`config.mk`:
```
export PLATFORM = sky130hd
export DESIGN_NAME = sirq_host
export DESIGN_NICKNAME = d
export VERILOG_FILES = /design/src/rtl/sirq_host_pkg.sv /design/src/rtl/sirq_frame_limit.sv /design/src/rtl/sirq_sequencer.sv /design/src/rtl/sirq_capture.sv /design/src/rtl/sirq_host.sv
export SDC_FILE = /design/constraint.sdc
export NUM_CORES = 1
export LEC_CHECK = 0
export BUFFER_PORTS_ARGS = -buffer_cell sky130_fd_sc_hd__buf_2
export CAP_MARGIN = 20
export CORE_ASPECT_RATIO = 1.75
export CORE_MARGIN = 1.5
export CORE_UTILIZATION = 45
export CTS_CLUSTER_DIAMETER = 150
export CTS_CLUSTER_SIZE = 20
export DETAILED_ROUTE_END_ITERATION = 16
export PLACE_DENSITY_LB_ADDON = 0.25
export SLEW_MARGIN = 20
export SYNTH_ARGS = -nofsm -noshare
export SYNTH_HDL_FRONTEND = slang
export SYNTH_HIERARCHICAL = 1
export SYNTH_SLANG_ARGS = --single-unit
```
`constraint.sdc`:
```
create_clock -name clk -period 4 [get_ports clk]
set_input_delay 1.2 -clock clk [delete_from_list [all_inputs] [get_ports clk]]
set_output_delay 1.2 -clock clk [all_outputs]
set_load 0.02 [all_outputs]
```
`src/rtl/sirq_host_pkg.sv`:
```
`timescale 1ns/1ps
package sirq_host_pkg;

  // Bus-cycle phases of the host sequencer
  typedef enum logic [2:0] {
    SQ_IDLE     = 3'd0,
    SQ_START_LO = 3'd1,
    SQ_START_HI = 3'd2,
    SQ_DATA     = 3'd3,
    SQ_STOP_LO  = 3'd4,
    SQ_STOP_HI  = 3'd5
  } sq_state_e;

  // Clock slots inside one three-clock data period
  localparam logic [1:0] SLOT_LEAD   = 2'd0;
  localparam logic [1:0] SLOT_SAMPLE = 2'd1;
  localparam logic [1:0] SLOT_TAIL   = 2'd2;

endpackage

```
`src/rtl/sirq_frame_limit.sv`:
```
`timescale 1ns/1ps
module sirq_frame_limit #(
  parameter int FCW        = 6,
  parameter int PW         = 6,
  parameter int MIN_FRAMES = 17,
  parameter int MAX_FRAMES = 32
) (
  input  logic [FCW-1:0] req_frames,
  output logic [PW-1:0]  eff_frames
);

  // Clamp the requested period count into the supported range
  always_comb begin
    if (int'(req_frames) < MIN_FRAMES)
      eff_frames = PW'(MIN_FRAMES);
    else if (int'(req_frames) > MAX_FRAMES)
      eff_frames = PW'(MAX_FRAMES);
    else
      eff_frames = PW'(req_frames);
  end

endmodule

```
`src/rtl/sirq_sequencer.sv`:
```
`timescale 1ns/1ps
module sirq_sequencer
  import sirq_host_pkg::*;
#(
  parameter int START_LEN  = 4,
  parameter int STOP_QUIET = 2,
  parameter int STOP_CONT  = 3,
  parameter int PW         = 6,
  parameter int MIN_FRAMES = 17,
  parameter int MAX_FRAMES = 32
) (
  input  logic          clk,
  input  logic          rst_n,
  input  logic          sirq_in,
  input  logic          cont_req,
  input  logic [PW-1:0] n_frames,
  output logic          drive_en,
  output logic          drive_val,
  output logic          sample_en,
  output logic [PW-1:0] period,
  output logic          cycle_end
);

  localparam int LCW = $clog2(START_LEN + 1);

  sq_state_e      state;
  logic [LCW-1:0] lo_cnt;
  logic [1:0]     slot;
  logic [PW-1:0]  per;
  logic [PW-1:0]  n_lat;
  logic           mode_cont;
  logic           last_clk;

  assign last_clk = (state == SQ_DATA) && (slot == SLOT_TAIL) && (per == n_lat);

  always_ff @(posedge clk) begin
    if (!rst_n) begin
      state     <= SQ_IDLE;
      lo_cnt    <= '0;
      slot      <= SLOT_LEAD;
      per       <= '0;
      n_lat     <= '0;
      mode_cont <= 1'b1;
    end else begin
      unique case (state)
        SQ_IDLE: begin
          if (mode_cont) begin
            state  <= SQ_START_LO;
            lo_cnt <= LCW'(START_LEN - 1);
          end else if (!sirq_in) begin
            // agent already held the line for one clock
            state  <= SQ_START_LO;
            lo_cnt <= LCW'(START_LEN - 2);
          end
        end
        SQ_START_LO: begin
          if (lo_cnt == '0) state <= SQ_START_HI;
          else              lo_cnt <= lo_cnt - 1'b1;
        end
        SQ_START_HI: begin
          state <= SQ_DATA;
          slot  <= SLOT_LEAD;
          per   <= PW'(1);
          n_lat <= n_frames;
        end
        SQ_DATA: begin
          if (slot == SLOT_TAIL) begin
            slot <= SLOT_LEAD;
            if (per == n_lat) begin
              state     <= SQ_STOP_LO;
              mode_cont <= cont_req;
              lo_cnt    <= cont_req ? LCW'(STOP_CONT - 1) : LCW'(STOP_QUIET - 1);
            end else begin
              per <= per + PW'(1);
            end
          end else begin
            slot <= slot + 2'd1;
          end
        end
        SQ_STOP_LO: begin
          if (lo_cnt == '0) state <= SQ_STOP_HI;
          else              lo_cnt <= lo_cnt - 1'b1;
        end
        SQ_STOP_HI: state <= SQ_IDLE;
        default:    state <= SQ_IDLE;
      endcase
    end
  end

  always_comb begin
    drive_en  = (state == SQ_START_LO) || (state == SQ_START_HI) ||
                (state == SQ_STOP_LO)  || (state == SQ_STOP_HI);
    drive_val = (state == SQ_START_HI) || (state == SQ_STOP_HI);
    sample_en = (state == SQ_DATA) && (slot == SLOT_SAMPLE);
    period    = per;
    cycle_end = last_clk;
  end

  // Run-length trackers for the frame-width checks
  logic [LCW:0] start_run;
  logic [LCW:0] stop_run;
  logic         agent_start;

  always_ff @(posedge clk) begin
    if (!rst_n) begin
      start_run   <= '0;
      stop_run    <= '0;
      agent_start <= 1'b0;
    end else begin
      start_run <= (state == SQ_START_LO) ? start_run + 1'b1 : '0;
      stop_run  <= (state == SQ_STOP_LO)  ? stop_run + 1'b1  : '0;
      if (state == SQ_IDLE) agent_start <= !mode_cont;
    end
  end

  AST_START_WIDTH: assert property (@(posedge clk) disable iff (!rst_n)
    (state == SQ_START_HI) |->
      (start_run == (agent_start ? (LCW+1)'(START_LEN - 1) : (LCW+1)'(START_LEN))));

  AST_QUIET_START: assert property (@(posedge clk) disable iff (!rst_n)
    (state == SQ_START_LO && $past(state) == SQ_IDLE && !mode_cont) |-> !$past(sirq_in));

  AST_STOP_WIDTH: assert property (@(posedge clk) disable iff (!rst_n)
    (state == SQ_STOP_HI) |->
      (stop_run == (mode_cont ? (LCW+1)'(STOP_CONT) : (LCW+1)'(STOP_QUIET))));

  AST_FRAME_RANGE: assert property (@(posedge clk) disable iff (!rst_n)
    (state == SQ_DATA) |-> (n_lat >= PW'(MIN_FRAMES) && n_lat <= PW'(MAX_FRAMES)));

endmodule

```
`src/rtl/sirq_capture.sv`:
```
`timescale 1ns/1ps
module sirq_capture #(
  parameter int NUM_IRQ    = 16,
  parameter int PW         = 6,
  parameter int SMI_PERIOD = 3
) (
  input  logic               clk,
  input  logic               rst_n,
  input  logic               sirq_in,
  input  logic               p3_to_smi,
  input  logic               sample_en,
  input  logic [PW-1:0]      period,
  input  logic               cycle_end,
  output logic [NUM_IRQ-1:0] irq_vec,
  output logic               smi_n,
  output logic               cycle_done
);

  logic [NUM_IRQ-1:0] shadow;
  logic               shadow_smi;
  logic [NUM_IRQ-1:0] wr_hit;
  logic [NUM_IRQ-1:0] wr_val;
  logic               smi_hit;

  // One write lane per interrupt; the shared period picks its routing
  for (genvar gi = 0; gi < NUM_IRQ; gi++) begin : g_lane
    localparam int PER = gi + 1;
    assign wr_hit[gi] = sample_en && (period == PW'(PER));
    if (PER == SMI_PERIOD) begin : g_shared
      assign wr_val[gi] = p3_to_smi ? 1'b1 : sirq_in;
    end else begin : g_plain
      assign wr_val[gi] = sirq_in;
    end
  end

  assign smi_hit = sample_en && (period == PW'(SMI_PERIOD));

  always_ff @(posedge clk) begin
    if (!rst_n) begin
      shadow     <= '1;
      shadow_smi <= 1'b1;
    end else begin
      shadow <= (shadow & ~wr_hit) | (wr_val & wr_hit);
      if (smi_hit) shadow_smi <= p3_to_smi ? sirq_in : 1'b1;
    end
  end

  always_ff @(posedge clk) begin
    if (!rst_n) begin
      irq_vec    <= '1;
      smi_n      <= 1'b1;
      cycle_done <= 1'b0;
    end else begin
      cycle_done <= cycle_end;
      if (cycle_end) begin
        irq_vec <= shadow;
        smi_n   <= shadow_smi;
      end
    end
  end

  AST_VEC_HOLD: assert property (@(posedge clk) disable iff (!rst_n)
    !$past(cycle_end) |-> ($stable(irq_vec) && $stable(smi_n)));

  AST_DONE_PULSE: assert property (@(posedge clk) disable iff (!rst_n)
    cycle_done |=> !cycle_done);

  AST_P3_ONE_SIDE: assert property (@(posedge clk) disable iff (!rst_n)
    !(irq_vec[SMI_PERIOD-1] == 1'b0 && smi_n == 1'b0));

endmodule

```
`src/rtl/sirq_host.sv`:
```
`timescale 1ns/1ps
module sirq_host #(
  parameter int NUM_IRQ    = 16,
  parameter int FCW        = 6,
  parameter int MIN_FRAMES = 17,
  parameter int MAX_FRAMES = 32,
  parameter int START_LEN  = 4,
  parameter int STOP_QUIET = 2,
  parameter int STOP_CONT  = 3,
  parameter int SMI_PERIOD = 3
) (
  input  logic               clk,
  input  logic               rst_n,
  input  logic               sirq_in,
  input  logic               cont_req,
  input  logic               p3_to_smi,
  input  logic [FCW-1:0]     frame_cnt,
  output logic               sirq_oe,
  output logic               sirq_out,
  output logic [NUM_IRQ-1:0] irq_vec,
  output logic               smi_n,
  output logic               cycle_done
);

  localparam int PW = $clog2(MAX_FRAMES + 1);

  logic [PW-1:0] eff_frames;
  logic          sample_en;
  logic [PW-1:0] period;
  logic          cycle_end;

  sirq_frame_limit #(
    .FCW(FCW), .PW(PW), .MIN_FRAMES(MIN_FRAMES), .MAX_FRAMES(MAX_FRAMES)
  ) u_limit (
    .req_frames (frame_cnt),
    .eff_frames (eff_frames)
  );

  sirq_sequencer #(
    .START_LEN(START_LEN), .STOP_QUIET(STOP_QUIET), .STOP_CONT(STOP_CONT),
    .PW(PW), .MIN_FRAMES(MIN_FRAMES), .MAX_FRAMES(MAX_FRAMES)
  ) u_seq (
    .clk       (clk),
    .rst_n     (rst_n),
    .sirq_in   (sirq_in),
    .cont_req  (cont_req),
    .n_frames  (eff_frames),
    .drive_en  (sirq_oe),
    .drive_val (sirq_out),
    .sample_en (sample_en),
    .period    (period),
    .cycle_end (cycle_end)
  );

  sirq_capture #(
    .NUM_IRQ(NUM_IRQ), .PW(PW), .SMI_PERIOD(SMI_PERIOD)
  ) u_cap (
    .clk        (clk),
    .rst_n      (rst_n),
    .sirq_in    (sirq_in),
    .p3_to_smi  (p3_to_smi),
    .sample_en  (sample_en),
    .period     (period),
    .cycle_end  (cycle_end),
    .irq_vec    (irq_vec),
    .smi_n      (smi_n),
    .cycle_done (cycle_done)
  );

endmodule

```
## After elaboration in Yosys (flattened, before gate mapping)

Index checks and enable logic that the tools add are counted.

| cells by class | value |
|---|---|
| order comparisons | 2 |
| reduce and logical (&&, ||, !) cells | 32 |
| multiplexer cells | 23 |
| eq/ne operators | 31 |
| add/sub/neg operators | 3 |
| bitwise operators | 4 |

Operators by type and width:

| operator | number |
|---|---|
| $eq A6 B4 Y1 const B | 8 |
| $mux W3 | 11 |
| $and A16 B16 Y16 | 2 |
| $eq A6 B3 Y1 const B | 4 |
| $mux W6 | 4 |
| $logic_and A1 B1 Y1 | 19 |
| $not A16 Y16 | 1 |
| $or A16 B16 Y16 | 1 |
| $pmux W3 S5 | 1 |
| $eq A6 B2 Y1 const B | 2 |
| $pmux W6 S2 | 1 |
| $reduce_and A5 Y1 | 2 |
| $pmux W3 S3 | 1 |
| $ne A2 B2 Y1 const B | 4 |
| $add A6 B1 Y6 const B | 1 |
| $eq A3 B2 Y1 const B | 2 |
| $eq A3 B3 Y1 const B | 2 |
| $eq A6 B1 Y1 const B | 1 |
| $eq A6 B5 Y1 const B | 1 |
| $eq A6 B6 Y1 | 1 |
| $gt A6 B6 Y1 const B | 1 |
| $logic_not A3 Y1 | 2 |
| $lt A6 B5 Y1 const B | 1 |
| $reduce_and A3 Y1 | 2 |
| other kinds (14) | 20 |

| word-level totals | value |
|---|---|
| output and inout bits | 20 |
| register bits after elaboration | 56 |
| input bits | 11 |

## Depth between registers and ports, before layout

Gate-level depths: netlist (run 1).

| depth | value |
|---|---|
| word-level depth | 6 |
| gate-level depth with buffers | 8 |
| gate-level depth less buffers | 7 |

## By module

Netlist (run 1), hierarchy kept.

Modules (own cells, without submodules):

| module | instances | area each (um^2) | cells each |
|---|---|---|---|
| sirq_capture | 1 | 1378.8 | 128 |
| sirq_sequencer | 1 | 1168.6 | 144 |
| sirq_frame_limit | 1 | 50.0 | 9 |

## Least setup slack after synthesis (run 1)

Ideal clock, no wire load.

| path | value |
|---|---|
| path kind | flip-flop to output port |
| from | reg u_seq.state[2] |
| to | out sirq_oe |
| buffers on the path | 2 |
| setup slack | 1256 ps |
| cell stages (with the launch flop) | 7 |
| arrival | 1544 ps |
| data required time | 2800 ps |
| cell sequence | dfxtp_1 -> buf_2 -> nand2b_1 -> or2_2 -> clkbuf_1 -> nand2_1 -> nand2b_1 |

| on the way | value |
|---|---|
| word-level cells in the longest chain between the ends | 4 |
| elaborated cells between the ends (all ways) | 7 |
| those cells by class | eq/ne (4); reduce/logical (3) |

Ends and longest elaborated chain:

| element | RTL line | RTL |
|---|---|---|
| start, declared | sirq_sequencer.sv:26 | `sq_state_e state;` |
| start signal, assigned | sirq_sequencer.sv:38 | `state <= SQ_IDLE;` |
| start signal, assigned | sirq_sequencer.sv:48 | `state <= SQ_START_LO;` |
| start signal, assigned | sirq_sequencer.sv:52 | `state <= SQ_START_LO;` |
| $eq A3 B1 Y1 or $eq A3 B2 Y1 (tied branches) | sirq_sequencer.sv:91 | `drive_en = (state == SQ_START_LO) \|\| (state == SQ_START_HI) \|\|` |
| $logic_or A1 B1 Y1 (2 in a row) | sirq_sequencer.sv:91 |  |
| $logic_or A1 B1 Y1 (*) | sirq_sequencer.sv:92 | `(state == SQ_STOP_LO) \|\| (state == SQ_STOP_HI);` |
| end, declared | sirq_host.sv:18 | `output logic sirq_oe,` |

Every way passes the cells marked *; elsewhere a longest branch is shown, timed or not.

## Worst setup path after layout (run 1)

| path | value |
|---|---|
| from | reg u_seq.state[1] |
| to | out sirq_oe |

The elaborated chain is that of the path after synthesis.

==> flow_summary.ini, run 1 <==
[worst_setup_path]
endpoint = sirq_oe
critical_path.startpoint_type = register
cp.arrival_ns = 1.72
crit_required_ns = 2.80
startpoint = u_seq/state[1]
r2r_slack_ns = 1.47
critPathMaxStageDelay_ns = 0.49
worstSetupEndpointType = primary output
crit_type = register to primary output
worstPathMaxFanout = 11
cp_common_cell = nand2b_1
reg2regPathDepth = 6
path_cells = nand2b_1, or2_2, nand2_1, nand2b_1, buf_2
worst_r2r_endpoint = u_cap/irq_vec[5]
critical_path.slowest_cell = dfxtp_1
reg2reg_from = u_seq/period[4]

[floorplanning]
ioPinCount = 31
dieArea_um2 = 6250
die_x_um = 60.4
die_y_um = 104
start_util_pct = 46.5
num_rows = 36
core-area_um2 = 5590

[yosys]
muxShareOfSynthArea_pct = 7.32
synth_fa_ha_area_share_pct = 1.45
synth_nets = 295
synth_flop_cell = dfxtp_1
netlist_area_um2 = 2600
syn_inst = 281
synthDistinctLibCells = 56
synth_top_family_by_area = simple AND/OR/NAND/NOR gates
synthSimpleGateAreaFrac_pct = 24.9
synthArstFlopShare_pct = 0
synth_edf_count = 0
ys_ff_latch = 56
syn_area_per_cell_um2 = 9.24
synth_compound_area_share_pct = 17.7
yosysSeqAreaShare_pct = 43.2
yosys_warnings = 6
synthXorXnorAreaFrac_pct = 2.02

[route]
wl_per_cell_um = 13.3
drtIter0Drc = 54
viasPerCell = 5.39
ant_nets = 0
drt_wl_total_mm = 5.10
vias = 2065
drc = 0
first_pass_iters = 4

[sta]
hold_viol_final = 0
fmax_mhz = 343
fin_ws_ns = 1.08
relSlewSlack_pct = 43.1
slew_viol_final = 0
setup_tns_ns = 0
final.setup_skew_ns = 0.00515
final-setup-viol-count = 0
tightest_slew_ns = 0.852
hold_ws_ns = 0.470
rsz0062_at_grt = no
fin_crit_ns = 2.92
period_share_pct = 73.0

[hold_path]
hold_start = u_seq/n_lat[2]
worst_hold_path_type = register to register

[clock_tree]
clock_sinks = 56
cts-root-buf = clkbuf_8
cts_resized = 0
clockBufferDepth = 2
ctsHoldBuffers = 0
numCtsBuffers = 5
cts_setup_buffers = 0
clk_transition_reported_paths_ns = 0.09
clk_latency_ns = 0.30
cts_tree = yes
cts.htree.levels = 2

[finish]
drive_above_1_share_pct = 16.0
area_delta_synth_final_pct = 12.7
stdcell_area_um2 = 2930
instances_no_fill = 383
diodes = 0
nets = 321
utilization_pct = 52.4

[place]
place_ws_ns = 1.41
dp_hpwl_mm = 3.66
postPlaceCellArea_um2 = 2800
gp_congestion = 0.797
io_buffers = 30
placed_cells = 376

[global_route]
grt_use_total_pct = 17.3
grt_max_degree = 26
overflow = 0
grt_pass1_wl_mm = 8.63
antenna_found_initial = 0
grt_pass1_vias = 1923

[pwr]
p_leak_nw = 1.10
p_total_mw = 1.19
powerDensity_nw_per_um2 = 405
ir_worst_vdd_mv = 0.388

[flow_run]
max_cap_violations = 0

[run_status]
status = finished clean
==> worst min path at each step <==
| stage | endpoint | slack (ns) | depth (start not counted) |
|---|---|---|---|
| final | u_seq/n_lat[2] | 0.47 | 2 |
| after global routing | u_seq/n_lat[4] | 0.50 | 2 |
| after CTS | u_seq/n_lat[1] | 0.47 | 2 |
| after global placement | u_cap/irq_vec[1] | 0.45 | 2 |
| after detailed placement | u_cap/irq_vec[10] | 0.45 | 2 |
| after floorplan | u_cap/irq_vec[7] | 0.44 | 2 |
==> area by class of cell <==
cell class | count | area, µm²
multi-input combinational | 204 | 1390
clock inverter | 2 | 60.1
clock buffer | 5 | 68.8
sequential | 56 | 1120
fill | 570 | 2660
timing repair buffer | 32 | 165
inverter | 8 | 30.0
tap | 76 | 95.1
==> cell usage in the layout (no fill, tap or decap), drive strengths merged, types with 3 or more instances in the layout <==
cell and instances:
dfxtp 56, a31oi 11, nand3b 5, xor2 6, nand2 42, buf 32, nand3 5, a211oi 7
nor4b 5, o311ai 7, nor2b 6, inv 7, and2 5, nand2b 3, clkbuf 5, and3b 5
a21oi 14, a21boi 3, o21a 3, nor3b 5, nor2 11, ha 3, mux2i 19, o21ai 13
==> power breakdown <==
group	leakage (nW)	switching [mW]	internal, mW
registers	0.454	0.0219	0.576
clock network	0.0642	0.171	0.246
logic	0.586	0.0986	0.0731
total	1.10	0.292	0.895
==> cell usage after synthesis, types with 4 or more instances <==
library cell	instances	share of area, %
dfxtp_1	56	43
nand2_1	42	6.1
mux2i_1	19	7.3
a21oi_1	14	2.7
a31oi_1	11	2.6
nor2_1	11	1.6
o21ai_0	8	1.5
a211oi_1	7	2.0
inv_1	7	1.0
o311ai_1	7	2.4
buf_2	6	1.2
nor2b_1	6	1.4
xor2_1	6	2.0
and3b_1	5	1.7
clkbuf_1	5	0.72
nand3_1	5	0.96
nand3b_1	5	1.4
o21ai_1	5	0.96
and2_1	4	0.96
nor3b_1	4	1.2
==> worst max-delay path, delay by kind of cell, from the launching register on <==
kind / cells / cell delay [ns]
simple gates: 4 / 0.77
flops: 1 / 0.49
buf+inv: 1 / 0.16
==> cell families after synthesis <==
| logic type | Yosys count |
|---|---|
| compound gates | 69 |
| fa+ha+maj | 3 |
| xor+xnor | 6 |
| mux | 19 |
| simple gates | 107 |
| flops | 56 |
| buf+inv | 21 |
==> metal layers <==
layer / wire [µm] / share of wire [%] / track usage, % / vias to the layer above
met5: 0 / 0 / 0 / -
met4: 92 / 1.8 / 5.90 / 0
met3: 122 / 2.4 / 2.75 / 7
met2: 2700 / 53 / 30.6 / 35
met1: 2190 / 43 / 20.3 / 953
li1: - / - / - / 1070
No activity file was read; power rests on OpenSTA's default activity.
==> inputs of run 2 (changes only) <==
==> constraint.sdc (replaced) <==
create_clock -name clk -period 2.4 [get_ports clk]
set_input_delay 0.72 -clock clk [delete_from_list [all_inputs] [get_ports clk]]
set_output_delay 0.72 -clock clk [all_outputs]
set_load 0.02 [all_outputs]
==> run 2 against run 1 <==
Via count grew 0.44%; final area up 2.2%; core utilization rose by 1.1 points; critical path depth decreased by 1; non-clock buffer count grew 11; clock-buffer cell count grew 1; first-iteration DRC count increased by 28%; largest power group unchanged; highest routed layer unchanged.
==> flow_summary.ini, run 2 (synthesis gave the netlist of run 1 again) <==
[worst_setup_path]
worstSetupEndpointType = primary output
cp.arrival_ns = 1.55
path_buf_inv = 1
crit_required_ns = 1.68
critical_path.startpoint_type = register
crit_type = register to primary output
path_cells = nor2b_1, o21bai_2, nand2b_1, buf_2
r2r_slack_ns = 0.46
critPathMaxStageDelay_ns = 0.51
cpLargestDelayFamily = flip-flops
worstPathMaxFanout = 11
critical_path.slowest_cell = dfxtp_1

[sta]
final.setup_skew_ns = 0.00440
fin_crit_ns = 2.27
setup_tns_ns = 0
final-setup-viol-count = 0
slew_viol_final = 0
tightest_slew_ns = 0.685
period_share_pct = 94.4
relSlewSlack_pct = 54.3
rsz0062_at_grt = no
fmax_mhz = 441
hold_viol_final = 0

[floorplanning]
num_rows = 36
die_x_um = 60.4
ioPinCount = 31
core-area_um2 = 5590
dieArea_um2 = 6250
start_util_pct = 46.5
die_y_um = 104

[pwr]
powerDensity_nw_per_um2 = 601
ir_worst_vdd_mv = 0.378
p_leak_nw = 1.14

[finish]
area_delta_synth_final_pct = 15.1
diodes = 0
utilization_pct = 53.5
final_common_cell = dfxtp_1
drive_above_1_share_pct = 19.7
nets = 332
nFillCells = 582
final_cell_mix = dfxtp_1, nand2_1, buf_2

[route]
ant_nets = 0
drc = 0
wl_per_cell_um = 12.7
drtIter0Drc = 69
vias = 2074
first_pass_iters = 4
drt_wl_total_mm = 5.03
viasPerCell = 5.25

[flow_run]
max_cap_violations = 0

[clock_tree]
clk_transition_reported_paths_ns = 0.10
cts_tree = yes
numCtsBuffers = 5
cts.htree.levels = 2
clockBufferDepth = 2
cts_setup_buffers = 0
cts-root-buf = clkbuf_8
clk_latency_ns = 0.31
clock_sinks = 56

[global_route]
grt_use_total_pct = 18.1
antenna_found_initial = 0
grt_pass1_wl_mm = 8.86
grt_max_degree = 40
grt_pass1_vias = 1912
overflow = 0

[run_status]
status = finished clean

[place]
dp_hpwl_mm = 3.72
gp_congestion = 0.815
io_buffers = 30

[hold_path]
worst_hold_path_type = register to register
==> run 2: path summary, 6_finish.rpt <==
check | from | end | cells past startpoint
max | u_seq/state[0] | sirq_oe | 4
min | u_cap/smi_n | u_cap/smi_n | 2
max reg2reg | u_seq/state[0] | u_seq/period[3] | 5
min reg2reg | u_cap/smi_n | u_cap/smi_n | 2
==> run 2: report_power, final <==
group | internal (mW) | leakage [nW] | total, mW | switching (mW)
Sequential | 0.960 | 0.455 | 0.989 | 0.0291
Clock | 0.208 | 0.0414 | 0.504 | 0.296
Combinational | 0.131 | 0.649 | 0.304 | 0.173
Total | 1.30 | 1.14 | 1.80 | 0.498
==> run 2: per-layer routing <==
layer / GRT usage, % / share of wire, % / up-vias
met4: 6.37 / 1.9 / 0
met2: 30.5 / 52 / 37
met1: 22.1 / 44 / 935
met5: 0 / 0 / -
li1: - / - / 1095
met3: 3.50 / 2.6 / 7
==> run 2: worst register-to-register path: stages (launching register included) <==
cell and delay, ns:
dfxtp_1 0.51, and3b_1 0.31, nand2_1 0.07, a21oi_1 0.54, nor2_1 0.11, o31a_1 0.29
==> run 2: cell type report <==
cell class	count	area, µm²	area share, %
timing repair buffer	43	260	8.70
clock buffer	6	72.6	2.43
sequential	56	1120	37.6
inverter	8	30.0	1.00
clock inverter	2	16.3	0.544
multi-input combinational	204	1390	46.6
tap	76	95.1	3.18
==> run 2: per-stage QoR <==
stage / cell area, µm² / power (mW) / setup WS [ns] / hold slack [ns] / cells
2_1_floorplan: 2600 / 1.24 / 0.136 / 0.438 / 281
3_5_place_dp: 2890 / 1.31 / 0.296 / 0.453 / 387
4_1_cts: 2990 / 1.82 / 0.0391 / 0.475 / 395
5_1_grt: 2990 / 1.91 / 0.00697 / 0.496 / 395
6_report: 2990 / 1.80 / 0.134 / 0.473 / 395
3_3_place_gp: 2890 / 1.31 / 0.329 / 0.449 / 387
==> run 2: repair_timing <==
action                                  in CTS  in global routing
resized for setup                            2                  2
endpoints found under the setup margin       1                  1
pin swaps                                    0                  0
gates cloned                                 0                  0
hold buffers                                 0                  0
==> inputs of run 3 (changes only) <==
--- a/config.mk
+++ b/config.mk
@@ -13,7 +13,8 @@
 export CTS_CLUSTER_DIAMETER = 150
 export CTS_CLUSTER_SIZE = 20
 export DETAILED_ROUTE_END_ITERATION = 16
-export PLACE_DENSITY_LB_ADDON = 0.25
+export GPL_TIMING_DRIVEN = 0
+export PLACE_DENSITY = 0.67
 export SLEW_MARGIN = 20
 export SYNTH_ARGS = -nofsm -noshare
 export SYNTH_HDL_FRONTEND = slang
==> run 3 against run 2 <==
Hold slack worse by 0.0018 ns; final area increased by 0.75%; register-to-register slack got worse by 0.25 ns; first-iteration DRC count increased by 20%; clock skew shrank 0.00082 ns; critical endpoint unchanged; cell count fell by 0.51%; core utilization up 0.40 points; highest routed layer unchanged.
==> flow_summary.ini, run 3 (synthesis gave the netlist of run 1 again) <==
[place]
postPlaceCellArea_um2 = 2840
placed_cells = 387
place_ws_ns = -0.283
io_buffers = 30
gp_congestion = 0.834
dp_hpwl_mm = 3.90

[sta]
relSlewSlack_pct = 52.8
slew_viol_final = 0
final.setup_skew_ns = 0.00358
fin_crit_ns = 2.30
fmax_mhz = 434
tightest_slew_ns = 0.702
setup_tns_ns = 0
period_share_pct = 95.9
rsz0062_at_grt = no
fin_ws_ns = 0.0983
hold_viol_final = 0
final-setup-viol-count = 0

[route]
top_layer = met4
met2_length_mm = 2.89
drtIter0Drc = 83
routed-wl-met3_um = 154
viasPerCell = 5.49
ant_nets = 0
first_pass_iters = 6
wl_met1_mm = 2.16
vias = 2156
drt_wl_total_mm = 5.31
drc = 0
wl_per_cell_um = 13.5

[global_route]
antenna_found_initial = 0
grt_pass1_vias = 2078
grt_use_total_pct = 18.7
grt_max_degree = 17
overflow = 0
grt_pass1_wl_mm = 9.18

[worst_setup_path]
reg2reg_from = u_seq/state[2]
critPathMaxStageDelay_ns = 0.32
cpLargestDelayFamily = simple AND/OR/NAND/NOR gates
critical_path.startpoint_type = register
worstSetupEndpointType = primary output
cp.arrival_ns = 1.58
r2r_slack_ns = 0.21
crit_required_ns = 1.68
reg2regPathDepth = 6
path_buf_inv = 2
cp_common_cell = buf_2
crit_type = register to primary output
critical_path.slowest_cell = dfxtp_1
path_cells = buf_2, nand2b_4, or2_4, nand2_1, nand2b_1, buf_2
worstPathMaxFanout = 11

[hold_path]
worst_hold_path_type = register to register
whs_endpoint = u_cap/irq_vec[5]
hold_start = u_cap/irq_vec[5]
holdPathStages = 2

[finish]
stdcell_area_um2 = 3010
seqCellArea_um2 = 1130
nets = 331
diodes = 0
final_cell_mix = dfxtp_1, nand2_1, buf_2
area_delta_synth_final_pct = 16.0
final_common_cell = dfxtp_1
nFillCells = 560
drive_above_1_share_pct = 19.6
multi_input_area_um2 = 1420
instances_no_fill = 393

[pwr]
ir_worst_vdd_mv = 0.462
p_leak_nw = 1.14
p_total_mw = 2.01
powerDensity_nw_per_um2 = 668

[floorplanning]
num_rows = 36
die_y_um = 104
ioPinCount = 31
core-area_um2 = 5590
dieArea_um2 = 6250
start_util_pct = 46.5
die_x_um = 60.4

[clock_tree]
numCtsBuffers = 5
cts-root-buf = clkbuf_8
clk_transition_reported_paths_ns = 0.09
cts.htree.levels = 2
cts_tree = yes
clk_latency_ns = 0.31
clock_sinks = 56
clockBufferDepth = 2
cts_setup_buffers = 0

[run_status]
status = finished clean

[flow_run]
max_cap_violations = 0
run 3: through the flow:
step | hold WS (ns) | utilization [%]
after CTS | 0.475 | 53.3
final | 0.471 | 53.9
after detailed placement | 0.453 | 50.9
after global placement | 0.450 | 50.9
after floorplan | 0.438 | -
after global routing | 0.495 | 53.9
run 3: what timing repair did:
action / in CTS / in global routing
hold buffers: 0 / 0
resized for setup: 5 / 10
setup endpoints to repair: 17 / 12
endpoints found under the hold margin: 0 / 0
pin swaps: 0 / 1
run 3: final cells by class:
type	count	area share [%]
Inverter	8	0.997
Tap cell	76	3.16
Sequential cell	56	37.5
Clock buffer	5	2.28
Timing Repair Buffer	30	4.98
Clock inverter	2	1.99
Multi-Input combinational cell	204	47.1
Buffer	12	2.03
run 3: how the worst max path moves through the flow:
stage                   start       end  slack (ns)  depth (start not counted)
6_report       u_seq/state[2]   sirq_oe         0.1                          6
5_1_grt        u_seq/state[2]   sirq_oe       0.004                          6
4_1_cts        u_seq/state[2]   sirq_oe        0.01                          6
3_5_place_dp   u_seq/state[2]  register       -0.28                          6
3_3_place_gp   u_seq/state[2]  register       -0.23                          6
2_1_floorplan  u_seq/state[2]   sirq_oe        0.14                          6
run 3: metal layers:
layer | up-vias | global-route usage, %
met3 | 9 | 3.37
met5 | - | 0
met4 | 0 | 6.83
li1 | 1088 | -
met1 | 1019 | 20.8
met2 | 40 | 33.7
run 3: power breakdown:
group | switching, mW | internal, mW
registers | 0.0234 | 0.960
logic | 0.185 | 0.136
clock network | 0.298 | 0.411
total | 0.506 | 1.51
run 3: worst reg2reg max path: stages, from the launching register on:
cell and delay [ns]:
dfxtp_1 0.32, buf_2 0.16, nand3b_1 0.36, nor3b_4 0.45
nor3b_4 0.35, a21boi_0 0.13, a311o_1 0.32
